===== src/rtl/dbg_gate_pkg.sv =====
package dbg_gate_pkg;
  localparam int unsigned DEF_N_IAC = 4;
  localparam int unsigned DEF_N_DAC = 2;

  typedef struct packed {
    logic ext_mode;
    logic int_mode;
  } mode_t;
endpackage


===== src/rtl/dbg_cfg_regs.sv =====
module dbg_cfg_regs
  import dbg_gate_pkg::*;
#(
  parameter int unsigned NRES = 6
) (
  input  logic            clk_i,
  input  logic            rst_i,
  input  logic            sw_ctl_we_i,
  input  logic            sw_int_mode_i,
  input  logic            sw_en_we_i,
  input  logic [NRES-1:0] sw_en_i,
  input  logic            hw_we_i,
  input  logic            hw_ext_mode_i,
  input  logic [NRES-1:0] hw_sw_own_i,
  input  logic [NRES-1:0] hw_en_i,
  output mode_t           mode_o,
  output logic [NRES-1:0] own_o,
  output logic [NRES-1:0] en_o,
  output logic [NRES-1:0] hw_owned_o
);
  mode_t           mode_q;
  logic [NRES-1:0] own_q;
  logic [NRES-1:0] en_q;
  logic [NRES-1:0] hw_owned;

  // a position belongs to the debugger only while external mode holds
  assign hw_owned = mode_q.ext_mode ? ~own_q : '0;

  always_ff @(posedge clk_i) begin
    if (rst_i) begin
      mode_q <= '0;
      own_q  <= '1;
      en_q   <= '0;
    end else begin
      if (sw_ctl_we_i) mode_q.int_mode <= sw_int_mode_i;
      if (hw_we_i) begin
        mode_q.ext_mode <= hw_ext_mode_i;
        own_q           <= hw_sw_own_i;
        en_q            <= hw_en_i;
      end else if (sw_en_we_i) begin
        en_q <= (en_q & hw_owned) | (sw_en_i & ~hw_owned);
      end
    end
  end

  assign mode_o     = mode_q;
  assign own_o      = own_q;
  assign en_o       = en_q;
  assign hw_owned_o = hw_owned;
endmodule


===== src/rtl/dbg_evt_qual.sv =====
module dbg_evt_qual #(
  parameter int unsigned NRES = 6
) (
  input  logic [NRES-1:0] evt_i,
  input  logic [NRES-1:0] en_i,
  input  logic [NRES-1:0] hw_owned_i,
  input  logic            int_mode_i,
  output logic [NRES-1:0] det_o
);
  for (genvar g = 0; g < NRES; g++) begin : g_res
    logic owner_live;
    // debugger-owned resources need no internal mode; others do
    assign owner_live = hw_owned_i[g] | int_mode_i;
    assign det_o[g]   = evt_i[g] & en_i[g] & owner_live;
  end
endmodule


===== src/rtl/dbg_status_reg.sv =====
module dbg_status_reg #(
  parameter int unsigned NRES = 6
) (
  input  logic            clk_i,
  input  logic            rst_i,
  input  logic [NRES-1:0] det_i,
  input  logic            sw_clr_we_i,
  input  logic [NRES-1:0] sw_clr_mask_i,
  input  logic            hw_clr_we_i,
  input  logic [NRES-1:0] hw_clr_mask_i,
  input  logic [NRES-1:0] hw_owned_i,
  output logic [NRES-1:0] status_o
);
  logic [NRES-1:0] stat_q;
  logic [NRES-1:0] sw_clr;
  logic [NRES-1:0] hw_clr;
  logic [NRES-1:0] clr;

  assign sw_clr = sw_clr_we_i ? (sw_clr_mask_i & ~hw_owned_i) : '0;
  assign hw_clr = hw_clr_we_i ? hw_clr_mask_i : '0;
  assign clr    = sw_clr | hw_clr;

  always_ff @(posedge clk_i) begin
    if (rst_i) stat_q <= '0;
    else       stat_q <= (stat_q & ~clr) | det_i;
  end

  assign status_o = stat_q;
endmodule


===== src/rtl/dbg_event_gate.sv =====
module dbg_event_gate
  import dbg_gate_pkg::*;
#(
  parameter int unsigned N_IAC = DEF_N_IAC,
  parameter int unsigned N_DAC = DEF_N_DAC,
  localparam int unsigned NRES = N_IAC + N_DAC
) (
  input  logic            clk_i,
  input  logic            rst_i,
  input  logic [N_IAC-1:0] evt_iac_i,
  input  logic [N_DAC-1:0] evt_dac_i,
  input  logic            irq_en_i,
  input  logic            sw_ctl_we_i,
  input  logic            sw_int_mode_i,
  input  logic            sw_en_we_i,
  input  logic [NRES-1:0] sw_en_i,
  input  logic            sw_clr_we_i,
  input  logic [NRES-1:0] sw_clr_mask_i,
  input  logic            hw_we_i,
  input  logic            hw_ext_mode_i,
  input  logic [NRES-1:0] hw_sw_own_i,
  input  logic [NRES-1:0] hw_en_i,
  input  logic            hw_clr_we_i,
  input  logic [NRES-1:0] hw_clr_mask_i,
  output logic [NRES-1:0] status_o,
  output logic [NRES-1:0] en_o,
  output logic [NRES-1:0] sw_own_o,
  output logic            int_mode_o,
  output logic            ext_mode_o,
  output logic            irq_o,
  output logic            halt_o
);
  mode_t           mode;
  logic [NRES-1:0] own;
  logic [NRES-1:0] en;
  logic [NRES-1:0] hw_owned;
  logic [NRES-1:0] det;
  logic [NRES-1:0] stat;
  logic [NRES-1:0] evt_all;
  logic            sw_any_owned;

  // instruction hits occupy the low positions, data hits above them
  assign evt_all = {evt_dac_i, evt_iac_i};

  dbg_cfg_regs #(.NRES(NRES)) u_cfg (
    .clk_i        (clk_i),
    .rst_i        (rst_i),
    .sw_ctl_we_i  (sw_ctl_we_i),
    .sw_int_mode_i(sw_int_mode_i),
    .sw_en_we_i   (sw_en_we_i),
    .sw_en_i      (sw_en_i),
    .hw_we_i      (hw_we_i),
    .hw_ext_mode_i(hw_ext_mode_i),
    .hw_sw_own_i  (hw_sw_own_i),
    .hw_en_i      (hw_en_i),
    .mode_o       (mode),
    .own_o        (own),
    .en_o         (en),
    .hw_owned_o   (hw_owned)
  );

  dbg_evt_qual #(.NRES(NRES)) u_qual (
    .evt_i     (evt_all),
    .en_i      (en),
    .hw_owned_i(hw_owned),
    .int_mode_i(mode.int_mode),
    .det_o     (det)
  );

  dbg_status_reg #(.NRES(NRES)) u_stat (
    .clk_i        (clk_i),
    .rst_i        (rst_i),
    .det_i        (det),
    .sw_clr_we_i  (sw_clr_we_i),
    .sw_clr_mask_i(sw_clr_mask_i),
    .hw_clr_we_i  (hw_clr_we_i),
    .hw_clr_mask_i(hw_clr_mask_i),
    .hw_owned_i   (hw_owned),
    .status_o     (stat)
  );

  assign sw_any_owned = !(mode.ext_mode && (own == '0));

  assign irq_o  = irq_en_i && mode.int_mode && sw_any_owned &&
                  ((stat & ~hw_owned) != '0);
  assign halt_o = (stat & hw_owned) != '0;

  assign status_o   = stat;
  assign en_o       = en;
  assign sw_own_o   = own;
  assign int_mode_o = mode.int_mode;
  assign ext_mode_o = mode.ext_mode;
endmodule


===== config.mk =====
export PLATFORM = sky130hd
export DESIGN_NAME = dbg_event_gate
export DESIGN_NICKNAME = d
export VERILOG_FILES = /design/src/rtl/dbg_gate_pkg.sv /design/src/rtl/dbg_cfg_regs.sv /design/src/rtl/dbg_evt_qual.sv /design/src/rtl/dbg_status_reg.sv /design/src/rtl/dbg_event_gate.sv
export SDC_FILE = /design/constraint.sdc
export NUM_CORES = 1
export LEC_CHECK = 0
export BUFFER_PORTS_ARGS = -buffer_cell sky130_fd_sc_hd__buf_2
export CAP_MARGIN = 20
export CORE_MARGIN = 2
export CORE_UTILIZATION = 41
export DETAILED_ROUTE_END_ITERATION = 12
export PLACE_DENSITY = 0.79
export SKIP_LAST_GASP = 1
export SYNTH_ARGS = -nofsm -noshare
export SYNTH_HDL_FRONTEND = slang
export SYNTH_SLANG_ARGS = --single-unit

===== constraint.sdc =====
create_clock -name clk_i -period 1.5 [get_ports clk_i]
set_clock_uncertainty 0.15 [all_clocks]
set_input_delay 0.15 -clock clk_i [delete_from_list [all_inputs] [get_ports clk_i]]
set_output_delay 0.15 -clock clk_i [all_outputs]
set_load 0.05 [all_outputs]

Yosys cells after proc, flatten, opt, wreduce, memory -nomap -nowiden
Cells that the tools add are included.

storage, ports and cells
  register bits after elaboration = 20
  logic and storage cells = 49

cells by class
  multiplexer cells = 5
  bitwise logic cells = 30
  reduce and logical (&&, ||, !) cells = 9

operators by type and width
  operator             count
  $and A6 B6 Y6        6
  $mux W6              5
  $not A6 Y6           3
  $or A6 B6 Y6         3
  $and A1 B1 Y1        12
  $reduce_bool A6 Y1   2
  $logic_not A6 Y1     1
  $or A1 B1 Y1         6
  $logic_and A1 B1 Y1  4
  $reduce_bool A2 Y1   1
  $logic_not A1 Y1     1

Logic depth before layout (Yosys ltp)
  depth in word-level cells = 9
  depth in mapped cells = 4

By module
A second synthesis with hierarchy kept.

unflattened totals
  cell total of the unflattened synthesis = 124
  area total of the unflattened synthesis = 1,158.6 µm²

modules (own cells, without submodules)
  module          times used  cells each  area an instance (µm²)
  dbg_cfg_regs    1           70          674.4
  dbg_status_reg  1           30          317.8
  dbg_event_gate  1           18          106.4
  dbg_evt_qual    1           6           60.1

Worst setup path before layout
No wires, ideal clock.

  path kind = register to output
  from = reg u_stat.stat_q[4] (netlist: u_stat.status_o[4])
  to = out irq_o
  arrival time = 1,804 ps
  required time = 1,200 ps
  slack = -604 ps
  cell stages (with the launch flop) = 4
  cell sequence = dfxtp_1 > nor4_1 > a31o_1 > a21oi_1

on the way
  longest elaborated chain between the ends = 3

ends and longest elaborated chain
  element                   line                  RTL
  start: declaration        dbg_status_reg.sv:14  logic [NRES-1:0] stat_q;
  start signal: assignment  dbg_status_reg.sv:25  else stat_q <= (stat_q & ~clr) | det_i;
  $and A6 B6 Y6             dbg_event_gate.sv:85  ((stat & ~hw_owned) != '0);
  $reduce_bool A6 Y1        dbg_event_gate.sv:85
  $logic_and A1 B1 Y1       dbg_event_gate.sv:84  assign irq_o = irq_en_i && mode.int_mode && sw_any_owned &&
  end: declaration          dbg_event_gate.sv:30  output logic irq_o,

No other way between the ends.

Worst setup path in the final report
  from = reg u_cfg.own_q[0] (netlist: u_cfg.own_o[0])
  to = out irq_o

on the way
  longest elaborated chain between the ends = 6

ends and longest elaborated chain
  element                   line                  RTL
  start: declaration        dbg_cfg_regs.sv:22    logic [NRES-1:0] own_q;
  start signal: assignment  dbg_cfg_regs.sv:38    own_q <= hw_sw_own_i;
  $not A6 Y6                dbg_cfg_regs.sv:27    assign hw_owned = mode_q.ext_mode ? ~own_q : '0;
  $mux W6                   dbg_cfg_regs.sv:27
  $not A6 Y6                dbg_event_gate.sv:85
  $and A6 B6 Y6             dbg_event_gate.sv:85
  $reduce_bool A6 Y1        dbg_event_gate.sv:85
  $logic_and A1 B1 Y1 *     dbg_event_gate.sv:84

Mark *: on every way between the ends. The rest lies on a longest branch, timed or not.

==> impl_metrics.toml <==
[die]
die-area_um2 = 2920
die_w_um = 54.0
design.core.area_um2 = 2430
row_count = 18
ios = 68
die_h_um = 54.0
initial_core_util_pct = 42.2

[place]
port-buffer-count = 67
place_area_um2 = 1460
place_congestion = 0.849
placedCellCount = 219
hpwl_mm = 2.55

[pwr]
vdd.ir_drop.worst_v = 0.000508
p_per_area_nw_per_um2 = 750
swShare_pct = 31.9
switchingPower_mw = 0.441
p_int_mw = 0.940
power_frac_seq_pct = 43.5
leakagePower_nw = 0.790
combPwrFrac_pct = 29.1
power_mw = 1.38
clockPowerShare_pct = 27.4

[finish]
final_cell_area_um2 = 1840
layout-drive-gt1-share_pct = 41.8
seq_area_um2 = 420
synthToLayoutAreaGrowth_pct = 79.4
diodes = 0
nFillCells = 179
instances_no_fill = 255
final_nets = 272
multi_input_area_um2 = 607
utilization_pct = 75.7

[yosys]
synth_edf_count = 0
synth_top_area_share_pct = 39.0
yosys_warnings = 0
synth_commonest_cells = "dfxtp_1, nand2_1, o211ai_1, nor2b_1, nor2_1"
yosysSeqAreaShare_pct = 39.0
syn_area_um2 = 1030
synth_cell_types = 26
yosysMostFrequentCell = "dfxtp_1"
synth_top_area_cell = "dfxtp_1"
synth_fp_nets = 170
async_flop_share_pct = 0
synthTopCellsByArea = "dfxtp_1, o211ai_1, nor2b_1"
avgSynthCellArea_um2 = 8.27
synth-seq-cells = 20
ys.flop_type = "dfxtp_1"
syn_inst = 124

[global_routing]
met3_usage_pct = 4.17
grt_first_pass_wirelength_mm = 6.11
globalRouteTotalUtil_pct = 28.7
gr-total-overflow = 0
grt_pass1_vias = 1343
grt_max_degree = 21
grt.busiest_layer = "met2"
met2_usage_pct = 52.2
grt_util_met1_pct = 33.8
antenna_found_initial = 0

[outcome]
outcome = "complete, but fails checks"
violations = "negative setup slack"

[timing]
hold_viol_final = 0
whs_ns = 0.00408
fin_ws_ns = -0.467
rsz0062_at_grt = "yes"
setup_viol = 2
relSlewSlack_pct = 73.6
finalCritPeriodShare_pct = 131
period_needed_ns = 1.97
final_max_slew_viol_count = 0
fmax_ghz = 0.508
worst_pin_slew_ns = 0.396

[clock_network]
ctsHtreeMaxLevel = 1
clkTransAtPathRegs_ns = 0.12
ctsLongestPathBuffers = 2
cts.sink_count = 20
cts_buffers = 3
tritoncts = "built"
clkLatencyLatePin_ns = 0.30
root_buffer = "clkbuf_4"

[route]
viasPerCell = 5.75
vias = 1465
firstDrtPassIters = 4
drc = 0
wl_mm = 4.16
drt-initial-drc-count = 57
antenna_left = 0
wire_per_inst_um = 16.3

[critical_path]
path_cells = "or4_4 -> o311ai_4 -> a21oi_4 -> buf_6"
cp.arrival_ns = 1.67
setup.worst_path.start_class = "register"
critPathTopFamily = "simple AND/OR/NAND/NOR gates"
crit_slowest_cell = "or4_4"
crit_fanout = 2
critical_path_required_ns = 1.20
critical_path_class = "reg2out"
cp-end-kind = "output port"
cpPeakStageDelay_ns = 0.54
crit_buf_inv = 1

[job]
drv_cap = 0

[min_path]
min_path_type = "in2reg"
[metrics by stage]
step           setup slack, ns  TNS, ns
2_1_floorplan           -0.164   -0.164
6_report                -0.467   -0.667
3_3_place_gp            -0.207   -0.207
3_5_place_dp            -0.222   -0.222
4_1_cts                 -0.453   -0.631
5_1_grt                 -0.490   -0.714
[cells by family after synthesis]
kind of cell | share of synthesized area [%]
AO/OA/AOI/OAI | 32.0
AND/OR/NAND/NOR | 21.7
flip-flops | 39.0
buffers and inverters | 5.37
multiplexers | 1.95
[power groups by stage]
stage	Combinational [mW]	Sequential, mW	Clock, mW
floorplan	0.0999	0.703	0
global placement	0.318	0.606	0
detailed placement	0.324	0.608	0
CTS	0.388	0.597	0.381
global route	0.423	0.602	0.405
finish	0.402	0.600	0.379
[layer usage]
metal  wire (um)  share of wire [%]
met1        1580                 38
met2        2150                 52
met3         315                7.6
met4         117                2.8
met5           0                  0
[tightest hold or removal path, delay by kind of cell]
kind / cells / cell delay [ns]
simple gates: 1 / 0.05
buf+inv: 1 / 0.08
compound gates: 2 / 0.15
[final cells by class]
cell class,count,area share [%]
multi-input combinational,90,33.0
clock buffer,4,2.58
sequential,20,22.8
tap,30,2.04
inverter,8,1.63
timing repair buffer,103,37.9
[final timing paths]
kind	from	end	slack (ns)	cells past startpoint
setup / recovery	u_cfg.own_o[0]$_SDFFE_PP1P_	irq_o	-0.47	4
hold / removal	hw_clr_mask_i[0]	u_stat.status_o[0]$_SDFF_PP0_	0.004	4
setup reg to reg	u_cfg.mode_o[1]$_SDFFE_PP0P_	register	0.08	3
hold reg to reg	register	u_stat.status_o[2]$_SDFF_PP0_	0.37	2
[layout by cell type, fill, tap and decap left out, types with 3 or more instances in the layout]
cell type	n
buf_2	65
dlygate4sd3_1	32
nand2_1	12
o211ai_1	12
nor2b_1	10
dfxtp_2	10
nor2_1	8
dfxtp_1	8
inv_1	7
a211o_1	6
o21ai_1	6
a311oi_1	6
a21oi_1	6
nand3b_1	5
buf_4	4
o22ai_1	3
a22oi_1	3
clkbuf_4	3
[repair_timing]
| item | 4_1_cts | 5_1_grt |
|---|---|---|
| endpoints found under the hold margin | 20 | 2 |
| buffers inserted | 0 | 0 |
| cloned | 0 | 0 |
| hold buffers | 31 | 2 |
| gates resized for setup | 4 | 1 |
| setup endpoints to repair | 2 | 4 |
| pin swaps | 2 | 0 |
No activity file was read; power rests on OpenSTA's default activity.
